===== config.mk =====
export PLATFORM = sky130hd
export DESIGN_NAME = brnext_unit
export DESIGN_NICKNAME = d
export VERILOG_FILES = /design/src/rtl/brnext_pkg.sv /design/src/rtl/brnext_rstsync.sv /design/src/rtl/brnext_cond.sv /design/src/rtl/brnext_target.sv /design/src/rtl/brnext_unit.sv
export SDC_FILE = /design/constraint.sdc
export NUM_CORES = 1
export LEC_CHECK = 0
export BUFFER_PORTS_ARGS = -buffer_cell sky130_fd_sc_hd__clkbuf_2
export CORE_MARGIN = 2
export CORE_UTILIZATION = 54
export CTS_BUF_LIST = sky130_fd_sc_hd__clkbuf_4 sky130_fd_sc_hd__clkbuf_8 sky130_fd_sc_hd__clkbuf_16
export DETAILED_ROUTE_END_ITERATION = 10
export GPL_TIMING_DRIVEN = 0
export PLACE_DENSITY = 0.81
export SLEW_MARGIN = 5
export SYNTH_ARGS = -nofsm -noshare
export SYNTH_HDL_FRONTEND = slang
export SYNTH_SLANG_ARGS = --single-unit

===== constraint.sdc =====
create_clock -name clk -period 1 [get_ports clk]
set_clock_uncertainty 0.1 [all_clocks]
set_input_delay 0.3 -clock clk [delete_from_list [all_inputs] [get_ports clk]]
set_output_delay 0.3 -clock clk [all_outputs]
set_load 0.1 [all_outputs]

===== src/rtl/brnext_pkg.sv =====
package brnext_pkg;

  typedef enum logic [3:0] {
    BK_REL8   = 4'd0,
    BK_REL16  = 4'd1,
    BK_ABS16  = 4'd2,
    BK_ABS20  = 4'd3,
    BK_REGIND = 4'd4,
    BK_IF_CY  = 4'd5,
    BK_IF_NCY = 4'd6,
    BK_IF_Z   = 4'd7,
    BK_IF_NZ  = 4'd8,
    BK_IF_HI  = 4'd9,
    BK_IF_NHI = 4'd10,
    BK_BIT_L3 = 4'd11,
    BK_BIT_L4 = 4'd12
  } br_kind_e;

  localparam int unsigned LEN_W = 3;

endpackage


===== src/rtl/brnext_rstsync.sv =====
module brnext_rstsync #(
  parameter int unsigned STAGES = 2
) (
  input  logic clk,
  input  logic rst_n,
  output logic rst_sync_n
);
  logic [STAGES-1:0] chain_q;
  logic [STAGES-1:0] chain_d;

  generate
    for (genvar s = 0; s < STAGES; s++) begin : g_stage
      if (s == 0) begin : g_first
        assign chain_d[s] = 1'b1;
      end else begin : g_rest
        assign chain_d[s] = chain_q[s-1];
      end
    end
  endgenerate

  always_ff @(posedge clk or negedge rst_n) begin
    if (!rst_n) chain_q <= '0;
    else        chain_q <= chain_d;
  end

  assign rst_sync_n = chain_q[STAGES-1];
endmodule


===== src/rtl/brnext_cond.sv =====
module brnext_cond
  import brnext_pkg::*;
#(
  parameter int unsigned CYC_W       = 3,
  parameter int unsigned CYC_JUMP    = 3,
  parameter int unsigned CYC_FLAG_NT = 2,
  parameter int unsigned CYC_FLAG_T  = 4,
  parameter int unsigned CYC_BIT_NT  = 3,
  parameter int unsigned CYC_BIT_T   = 5
) (
  input  logic [3:0]       kind,
  input  logic             flag_z,
  input  logic             flag_cy,
  input  logic             test_bit,
  output logic             take,
  output logic [LEN_W-1:0] ilen,
  output logic [CYC_W-1:0] cyc
);
  logic hi_cond;
  logic flag_class;
  logic bit_class;

  assign hi_cond = ~(flag_z | flag_cy);

  always_comb begin
    take       = 1'b0;
    ilen       = '0;
    flag_class = 1'b0;
    bit_class  = 1'b0;
    unique case (br_kind_e'(kind))
      BK_REL8:   begin take = 1'b1; ilen = LEN_W'(2); end
      BK_REL16:  begin take = 1'b1; ilen = LEN_W'(3); end
      BK_ABS16:  begin take = 1'b1; ilen = LEN_W'(3); end
      BK_ABS20:  begin take = 1'b1; ilen = LEN_W'(4); end
      BK_REGIND: begin take = 1'b1; ilen = LEN_W'(2); end
      BK_IF_CY:  begin take = flag_cy;   ilen = LEN_W'(2); flag_class = 1'b1; end
      BK_IF_NCY: begin take = ~flag_cy;  ilen = LEN_W'(2); flag_class = 1'b1; end
      BK_IF_Z:   begin take = flag_z;    ilen = LEN_W'(2); flag_class = 1'b1; end
      BK_IF_NZ:  begin take = ~flag_z;   ilen = LEN_W'(2); flag_class = 1'b1; end
      BK_IF_HI:  begin take = hi_cond;   ilen = LEN_W'(3); flag_class = 1'b1; end
      BK_IF_NHI: begin take = ~hi_cond;  ilen = LEN_W'(3); flag_class = 1'b1; end
      BK_BIT_L3: begin take = test_bit;  ilen = LEN_W'(3); bit_class = 1'b1; end
      BK_BIT_L4: begin take = test_bit;  ilen = LEN_W'(4); bit_class = 1'b1; end
      default:   begin take = 1'b0;      ilen = '0; end
    endcase
  end

  always_comb begin
    if (flag_class)     cyc = take ? CYC_W'(CYC_FLAG_T) : CYC_W'(CYC_FLAG_NT);
    else if (bit_class) cyc = take ? CYC_W'(CYC_BIT_T)  : CYC_W'(CYC_BIT_NT);
    else if (take)      cyc = CYC_W'(CYC_JUMP);
    else                cyc = '0;
  end
endmodule


===== src/rtl/brnext_target.sv =====
module brnext_target
  import brnext_pkg::*;
#(
  parameter int unsigned ADDR_W = 20,
  parameter int unsigned SEG_W  = 4,
  localparam int unsigned AX_W  = ADDR_W - SEG_W
) (
  input  logic [ADDR_W-1:0] cur_pc,
  input  logic [3:0]        kind,
  input  logic [ADDR_W-1:0] operand,
  input  logic [SEG_W-1:0]  seg,
  input  logic [AX_W-1:0]   ax,
  input  logic              take,
  input  logic [LEN_W-1:0]  ilen,
  output logic [ADDR_W-1:0] target
);
  logic [ADDR_W-1:0] fall_thru;
  logic [ADDR_W-1:0] disp8_x;
  logic [ADDR_W-1:0] disp16_x;
  logic [ADDR_W-1:0] rel_disp;
  logic [ADDR_W-1:0] rel_sum;

  assign fall_thru = cur_pc + ADDR_W'(ilen);
  assign disp8_x   = {{(ADDR_W-8){operand[7]}}, operand[7:0]};
  assign disp16_x  = {{(ADDR_W-16){operand[15]}}, operand[15:0]};
  assign rel_disp  = (br_kind_e'(kind) == BK_REL16) ? disp16_x : disp8_x;
  assign rel_sum   = fall_thru + rel_disp;

  always_comb begin
    unique case (br_kind_e'(kind))
      BK_REL8, BK_REL16: target = rel_sum;
      BK_ABS16:          target = {{(ADDR_W-16){1'b0}}, operand[15:0]};
      BK_ABS20:          target = operand;
      BK_REGIND:         target = {seg, ax};
      BK_IF_CY, BK_IF_NCY, BK_IF_Z, BK_IF_NZ,
      BK_IF_HI, BK_IF_NHI, BK_BIT_L3, BK_BIT_L4:
                         target = take ? rel_sum : fall_thru;
      default:           target = cur_pc;
    endcase
  end
endmodule


===== src/rtl/brnext_unit.sv =====
module brnext_unit
  import brnext_pkg::*;
#(
  parameter int unsigned ADDR_W      = 20,
  parameter int unsigned SEG_W       = 4,
  parameter int unsigned CYC_W       = 3,
  parameter int unsigned SYNC_STAGES = 2,
  localparam int unsigned AX_W       = ADDR_W - SEG_W
) (
  input  logic              clk,
  input  logic              rst_n,
  input  logic              in_valid,
  input  logic [ADDR_W-1:0] cur_pc,
  input  logic [3:0]        kind,
  input  logic [ADDR_W-1:0] operand,
  input  logic [SEG_W-1:0]  seg,
  input  logic [AX_W-1:0]   ax,
  input  logic              flag_z,
  input  logic              flag_cy,
  input  logic              test_bit,
  output logic              out_valid,
  output logic [ADDR_W-1:0] next_pc,
  output logic              taken,
  output logic [CYC_W-1:0]  cycles
);
  logic              rst_q_n;
  logic              take_c;
  logic [LEN_W-1:0]  ilen_c;
  logic [CYC_W-1:0]  cyc_c;
  logic [ADDR_W-1:0] target_c;

  logic              vld_d, tkn_d;
  logic [ADDR_W-1:0] pc_d;
  logic [CYC_W-1:0]  cyc_d;

  brnext_rstsync #(.STAGES(SYNC_STAGES)) rsync_i (
    .clk        (clk),
    .rst_n      (rst_n),
    .rst_sync_n (rst_q_n)
  );

  brnext_cond #(.CYC_W(CYC_W)) cond_i (
    .kind     (kind),
    .flag_z   (flag_z),
    .flag_cy  (flag_cy),
    .test_bit (test_bit),
    .take     (take_c),
    .ilen     (ilen_c),
    .cyc      (cyc_c)
  );

  brnext_target #(.ADDR_W(ADDR_W), .SEG_W(SEG_W)) tgt_i (
    .cur_pc  (cur_pc),
    .kind    (kind),
    .operand (operand),
    .seg     (seg),
    .ax      (ax),
    .take    (take_c),
    .ilen    (ilen_c),
    .target  (target_c)
  );

  always_comb begin
    vld_d = in_valid;
    tkn_d = taken;
    pc_d  = next_pc;
    cyc_d = cycles;
    if (in_valid) begin
      tkn_d = take_c;
      pc_d  = target_c;
      cyc_d = cyc_c;
    end
  end

  always_ff @(posedge clk or negedge rst_q_n) begin
    if (!rst_q_n) begin
      out_valid <= 1'b0;
      taken     <= 1'b0;
      next_pc   <= '0;
      cycles    <= '0;
    end else begin
      out_valid <= vld_d;
      taken     <= tkn_d;
      next_pc   <= pc_d;
      cycles    <= cyc_d;
    end
  end
endmodule


==> results of run 1 <==
==> stage by stage <==
step	utilization	instances	hold slack, ns	cell area (µm²)	TNS (ns)
CTS	0.9139	673	0.06578	5737	-54.28
detailed placement	0.6901	617	-0.01385	4332	-78.07
floorplan	-	447	-0.09559	3770	-46.09
global placement	0.6901	617	-0.01601	4332	-75.05
==> timing repair <==
action	4_1_cts
pin swaps	64
hold buffers	1
setup endpoints to repair	74
setup buffers	52
hold endpoints to repair	2
resized for setup	165
==> logic make-up after synthesis <==
group	count (synthesis)	synth area share
compound gates	159	0.3321
xor+xnor	36	0.09048
fa+ha+maj	27	0.1013
buf+inv	47	0.05817
flops	27	0.1939
mux	10	0.03268
other cells	1	0.001076
simple gates	140	0.1903
==> impl_results.md, run 1 <==
- CTS Buf Count: 3
- Max Root-Sink Buffers: 2
- Root buf cell: clkbuf_8
- FFs w/ async S/R, synth: 1.000
- Syn_nets: roughly 540
- Starting Density: 0.5551
- EDFF count, synth: 0
- Post-DP HPWL: roughly 9000 µm
- Worst endpoint type: sequential cell input
- Syn Area/Cell: just under 8 µm²
- GPL Wtd Cong: 0.9659
- Post-Synthesis Cells: ~450
- Die Ht: roughly 84 µm
- Row Count: 29
- Pin count of the biggest net entering global routing: 26
- Top cell type's share of synthesized area: 0.1939
- Chip Width: 84.33 µm
- Worst_ep grt: next_pc[14]$_DFFE_PN0P_/D
- Top cells by count, synth: 44 x nor2_1, 40 x nand2_1, 37 x a21oi_1, 27 x dfrtp_1, 25 x ha_1
- Seq/Total Area, Yosys: 0.1939
- Pre-CTS WS: -3.366 ns
- IO buf count: just over 90
- YS warnings: 0
- Number of H-tree levels: 1
- Most common cell in the netlist: nor2_1
- Post-synth cell types: 67
- Clk sinks: 27
- I/O pins: 95
- Synthesized flop and latch total: 27
- Top FF cell, synth: dfrtp_1
- Tool error: [ERROR DPL-0038] Utilization greater than 100%, impossible to legalize
- Synthesized area: 0.003485 mm²
- Area leader, netlist: dfrtp_1
- Status: aborted with a tool error
- Ranking of synthesized cells by area: dfrtp_1 19%, ha_1 9.0%, a21oi_1 5.3%
- Fail Step: global routing (5_1_grt)
==> run 2: changes to the inputs <==
- CORE_UTILIZATION: 54 -> 40
- CTS_BUF_LIST: sky130_fd_sc_hd__clkbuf_4 sky130_fd_sc_hd__clkbuf_8 sky130_fd_sc_hd__clkbuf_16 -> default
- PLACE_DENSITY: 0.81 -> default
- PLACE_DENSITY_LB_ADDON: default -> 0.15
==> impl_results.md, run 2 <==
- Top Registers: next_pc (20), cycles (3), rsync_i.chain_q (2)
- FFs w/ async S/R, synth: 1.000
- Top cell type's share of synthesized area: 0.1939
- Clock slew at reported path FFs: around 0.11 ns
- Placed Instance Area: roughly 0.0044 mm²
- Fin crit share: 3.602
- Die ar.: 0.009474 mm²
- Top cells by count, synth: 44 x nor2_1, 40 x nand2_1, 37 x a21oi_1, 27 x dfrtp_1, 25 x ha_1
- Post-Synthesis Cells: 447
- Leak pwr: 0.002613 µW
- Final Hold Violating Endpoints: 0
- Antenna violations before repair: 0
- Worst setup path startpoint: kind[2]
- Total Routing Usage GR: 0.2812
- Post-route setup TNS: -56.72 ns
- Post-synth cell types: 67
- End of the critical path: next_pc[18]$_DFFE_PN0P_
- Fin util: 0.7119
- Endpoints failing setup: between 40 and 50
- Design area: roughly 0.0061 mm²
- Achievable frequency: approximately 280 MHz
- Post-DP HPWL: 9467 µm
- CTS Buf Count: 3
- Antenna-violating nets left: 0
- Critical path, cell by cell: clkbuf_16, buf_8, and2_4, a22o_1, ha_4, a21o_1, nand4_1, buf_6, nor2_1, xor2_1, ha_2, nand3_1, o211ai_1, a311oi_2, o31ai_2, a221oi_2, xor2_1, o22ai_1
- Worst-path fanout max: 6
- Pin count of the biggest net entering global routing: 26
- 1st-pass router iterations: 5
- Largest register FFs: 20
- Worst IR Drop VDD: 1090 µV
- Chip Width: just under 100 µm
- Row Count: 34
- Via count: ~4.4k
- Core Area: 0.008593 mm²
- Power density over cell area: roughly 1400 mW/mm²
- Worst R2R Path Depth: 3
- Min Tclk post-route: between 3 and 4 ns
- Crit path max-delay cell type: ha_2
- Final Slew Violations: 0
- Area leader, netlist: dfrtp_1
- Setup WS post-layout: -2.602 ns
- EDFF count, synth: 0
- Critical path data required time: 1.08 ns
- Synthesized area: between 0.003 and 0.004 mm²
- RR Startpoint: next_pc[18]$_DFFE_PN0P_
- Setup Crit Path Kind: input pin to register
- CP max stage delay: 0.37 ns
- Crit path launch type: input pin
- Switching part of the total: 0.4826
- ANT cells: 0
- Clk sinks: 27
- Top FF cell, synth: dfrtp_1
- Headroom to the max-slew limit: 0.4249
- IO buf count: between 90 and 100
- Detailed-route DRC error count: 0
- Max Root-Sink Buffers: 2
- First-pass GRT wire length: roughly 21000 µm
- Critical path arrival: around 3.7 ns
- WL/cell: between 20 and 25 µm
- Worst skew pair latency: between 0.2 and 0.3 ns
- Starting Density: 0.4055
- Root buf cell: clkbuf_8
- Gr ovfl total: 0
- I/O pins: 95
- CP dominant cell by count: xor2_1
- Area grow syn2layout: 75.55%
- Die Ht: 97.34 µm
- Nets: 706
- Seq/Total Area, Yosys: 0.1939
- GPL Wtd Cong: 0.9208
- Worst hold path type: input pin to register
- RSZ-0062 raised after global routing: true
- Int Pwr: 4302 µW
- Worst path depth: 18
- Final wirelength: about 15000 µm
- Number of H-tree levels: 1
- Status: finished, violations left
- Syn_nets: ~540
- Max-Cap Viols: 0
- Non-filler cells, final: 716
- RR Endpoint: next_pc[18]$_DFFE_PN0P_
- Worst Path Buf+Inv: 3
- Via/cell ratio: 6.108
- DRT iter0 DRCs: 296
- Placed insts: between 600 and 700
- Combinational Power Share: 0.716
- Top delay family on crit path: compound AO/OA/AOI/OAI gates
- Worst-Margin Slew: ~0.86 ns
- Failing checks: setup timing
- Commonest non-fill, non-tap cell in the layout: clkbuf_2
- CP Capture Type: register
- Ranking of synthesized cells by area: dfrtp_1 19%, ha_1 9.0%, a21oi_1 5.3%
- FF-to-FF setup slack: -0.13 ns
- YS warnings: 0
- Top reg by flops: next_pc
- Most frequent cells in the layout: 68 x clkbuf_2, 48 x buf_4, 35 x nand2_1
- Psw: around 4000 µW
- Share of cells above drive strength 1: 0.5477
- Register share of total power: 0.198
- Synthesized flop and latch total: 27
- Most common cell in the netlist: nor2_1
- CTS tree: built
- Clock share of power: 0.086
- Number of global-route vias before repair: approximately 4.2k
- Syn Area/Cell: a little under 8 µm²
## run 2: cell counts after synthesis
Identical to the previous run, type by type.
## run 2: cell type report
type,count,area (µm²)
Tap cell,108,135.1
Multi-Input combinational cell,373,3329
Clock buffer,3,41.29
Timing Repair Buffer,158,1560
Sequential cell,27,773.2
Clock inverter,1,7.507
Fill cell,656,2476
Inverter,23,93.84
Buffer,23,176.4
## run 2: kinds of logic after synthesis
logic type      count (synthesis)  share of synthesized area
compound gates                159                     0.3321
simple gates                  140                     0.1903
buf+inv                        47                    0.05817
xor+xnor                       36                    0.09048
fa+ha+maj                      27                     0.1013
flops                          27                     0.1939
mux                            10                    0.03268
other cells                     1                   0.001076
## run 2: worst min path at each step
| stage | start | to | slack (ns) | cells after the start |
|---|---|---|---|---|
| floorplan | rst_n | rsync_i.chain_q[0]$_DFF_PN0_ | -0.1 | 0 |
| global placement | rst_n | rsync_i.chain_q[1]$_DFF_PN0_ | -0.01 | 1 |
| detailed placement | rst_n | rsync_i.chain_q[1]$_DFF_PN0_ | -0.01 | 1 |
| CTS | in_valid | out_valid$_DFF_PN0_ | 0.06 | 1 |
| global route | in_valid | out_valid$_DFF_PN0_ | 0.04 | 1 |
| finish | in_valid | out_valid$_DFF_PN0_ | 0.06 | 1 |
## run 2: repair_timing
action	4_1_cts	5_1_grt
pin swaps	67	54
resized for setup	152	65
setup endpoints to repair	74	74
hold endpoints to repair	2	0
setup buffers	47	19
hold buffers	1	0
## run 2: power by group through the flow
stage / logic, µW / registers (µW) / clock network [µW]
final: 5960 / 1650 / 712
after global routing: 6200 / 1680 / 796
after CTS: 5430 / 1650 / 726
after detailed placement: 4070 / 1580 / 0
after global placement: 4050 / 1570 / 0
after floorplan: 1740 / 3080 / 0
## run 2: metrics by stage
stage / worst slack [ns] / hold slack [ns] / power [µW]
after floorplan: -2.620 / -0.09559 / 4817
after global placement: -3.313 / -0.01346 / 5621
after detailed placement: -3.373 / -0.01279 / 5657
after CTS: -2.454 / 0.06217 / 7806
after global routing: -2.725 / 0.03554 / 8676
final: -2.602 / 0.05783 / 8315
## run 2: layer usage
metal,vias to the layer above,global-route usage,share of wire
met1,2107,0.3626,0.40
met3,55,0.03957,0.074
li1,1995,-,-
met2,216,0.4845,0.48
met5,-,0.01099,0
met4,0,0.09188,0.043
No activity file was read; power rests on OpenSTA's default activity.
==> run 3: changes to the inputs <==
==> constraint.sdc (replaced) <==
create_clock -name clk -period 1 [get_ports clk]
set_clock_uncertainty 0.1 [all_clocks]
set_input_delay 0.1 -clock clk [delete_from_list [all_inputs] [get_ports clk]]
set_output_delay 0.1 -clock clk [all_outputs]
set_load 0.1 [all_outputs]
==> impl_results.md, run 3 (synthesized netlist as in run 2, its figures left out) <==
- Worst path depth: 18
- Worst IR Drop VDD: 874.6 µV
- Number of global-route vias before repair: approximately 4.2k
- Endpoints failing setup: 49
- Switching part of the total: 0.4866
- Starting Density: 0.4055
- Die Ht: just under 100 µm
- Setup Crit Path Kind: input pin to register
- Worst skew pair latency: ~0.29 ns
- RSZ-0062 raised after global routing: true
- Worst hold path type: input pin to asynchronous set/reset pin
- Row Count: 34
- Achievable frequency: 299.5 MHz
- Root buf cell: clkbuf_8
- Top sig layer: met4
- Pin count of the biggest net entering global routing: 26
- Crit path max-delay cell type: a211o_4
- Top Registers: next_pc (20), cycles (3), rsync_i.chain_q (2)
- Via/cell ratio: a little over 6
- Antenna violations before repair: 0
- Placed Instance Area: roughly 0.0043 mm²
- Detailed-route DRC error count: 0
- Post-DP HPWL: roughly 9500 µm
- Int Pwr: roughly 4300 µW
- Most frequent cells in the layout: 69 x clkbuf_2, 52 x buf_4, 32 x nand2_1, 32 x nor2_1, 26 x clkbuf_16
- Failing checks: setup timing
- GPL Wtd Cong: roughly 0.90
- Top delay family on crit path: compound AO/OA/AOI/OAI gates
- Psw: 4038 µW
- Crit path launch type: input pin
- Setup WS post-layout: -2.339 ns
- Final wirelength: about 14000 µm
- Clock slew at reported path FFs: 0.11 ns
- Via count: between 4k and 5k
- Clock share of power: 0.084
- Commonest non-fill, non-tap cell in the layout: clkbuf_2
- Number of H-tree levels: 1
- Routed length on met2: between 6000 and 7000 µm
- Gr ovfl total: 0
- Fin crit share: 3.339
- Share of cells above drive strength 1: 0.5579
- Total Routing Usage GR: 0.2798
- Die ar.: 0.009474 mm²
- CP Capture Type: register
- Area grow syn2layout: 76.62%
- Leak pwr: around 0.0027 µW
- Largest register FFs: 20
- CTS tree: built
- DRT iter0 DRCs: 319
- Min Tclk post-route: 3.339 ns
- Critical path, cell by cell: buf_12, nor2b_4, buf_6, a22o_4, ha_4, nand3_4, a211o_4, nor2_4, xor2_2, ha_1, buf_8, nand3_2, o211ai_1, a311oi_2, o31ai_4, a221oi_2, xor2_1, o22ai_1
- ANT cells: 0
- Pre-CTS WS: -3.147 ns
- Critical path data required time: ~1.1 ns
- DR WL met3: 1076 µm
- WL/cell: between 15 and 20 µm
- Critical path arrival: 3.41 ns
- Worst Path Buf+Inv: 3
- Nets: 711
- Top reg by flops: next_pc
- Chip Width: approximately 100 µm
- Status: finished, violations left
- Max Root-Sink Buffers: 2
- Register share of total power: 0.188
- Design area: between 0.006 and 0.007 mm²
- IO buf count: 93
- 1st-pass router iterations: 5
- Combinational Power Share: 0.728
- Worst-Margin Slew: 0.8312 ns
- First-pass GRT wire length: approximately 21000 µm
- Max-Cap Viols: 0
- Clk sinks: 27
- I/O pins: 95
- Core Area: approximately 0.0086 mm²
- Hold Slack: roughly 0.013 ns
- Final Hold Violating Endpoints: 0
- Routed length on met1: ~5800 µm
- Worst R2R Path Depth: 3
- Antenna-violating nets left: 0
- CP max stage delay: roughly 0.38 ns
- Headroom to the max-slew limit: 0.4459
- Worst-path fanout max: 10
- CTS Buf Count: 3
- Final Slew Violations: 0
- Power density over cell area: 1348 mW/mm²
[run 3: cell types whose count changed in the layout (fill, tap and decap cells not counted), moves of 3 or more]
cell / delta
buf_4: +4
dfrtp_4: -25
a21oi_2: -3
nand2_1: -3
dfrtp_2: +25
a221oi_2: +3
nand2_2: +3
[run 3: per-stage QoR]
stage | TNS, ns | cells | total power, µW | utilization
detailed placement | -65.78 | 648 | 5576 | 0.5013
global placement | -66.23 | 648 | 5535 | 0.5013
global route | -48.30 | 721 | 8641 | 0.7162
floorplan | -41.32 | 447 | 4701 | -
finish | -45.30 | 721 | 8299 | 0.7162
CTS | -42.38 | 700 | 7697 | 0.6556
[run 3: path summary, 6_finish.rpt]
check                                             start                      endpoint  slack (ns)
setup / recovery                                kind[1]       next_pc[18]$_DFFE_PN0P_       -2.34
hold / removal                                    rst_n  rsync_i.chain_q[1]$_DFF_PN0_        0.01
setup reg to reg                next_pc[18]$_DFFE_PN0P_       next_pc[18]$_DFFE_PN0P_       -0.08
hold reg to reg            rsync_i.chain_q[1]$_DFF_PN0_         cycles[0]$_DFFE_PN0P_        0.15
max in group asynchronous  rsync_i.chain_q[1]$_DFF_PN0_        next_pc[7]$_DFFE_PN0P_        0.33
min in group clk                             cur_pc[13]       next_pc[13]$_DFFE_PN0P_        0.04
[run 3: layout make-up]
cell class                 instances  area [µm²]
buffer                            23       183.9
clock buffer                       3       41.29
clock inverter                     1       7.507
fill                             625        2439
inverter                          23       91.34
multi-input combinational        373        3388
sequential                        27       710.7
tap                              108       135.1
timing repair buffer             163        1597
[run 3: metal layers]
metal / vias to the layer above / global-route usage
met2: 220 / 0.4781
li1: 2014 / -
met4: 0 / 0.1079
met1: 2098 / 0.3564
met5: - / 0
met3: 47 / 0.04173
[run 3: what timing repair did]
item,4_1_cts,5_1_grt
resized for setup,157,72
hold buffers,2,0
setup buffers,47,23
pin swaps,59,73
setup endpoints to repair,74,60
gates cloned,0,0
hold endpoints to repair,3,0
[run 3: power groups by stage]
stage               Clock [µW]  Combinational [µW]  Sequential [µW]
floorplan                    0                1740             2960
global placement             0                4050             1480
detailed placement           0                4080             1500
CTS                        705                5430             1560
global route               741                6310             1590
finish                     694                6040             1560
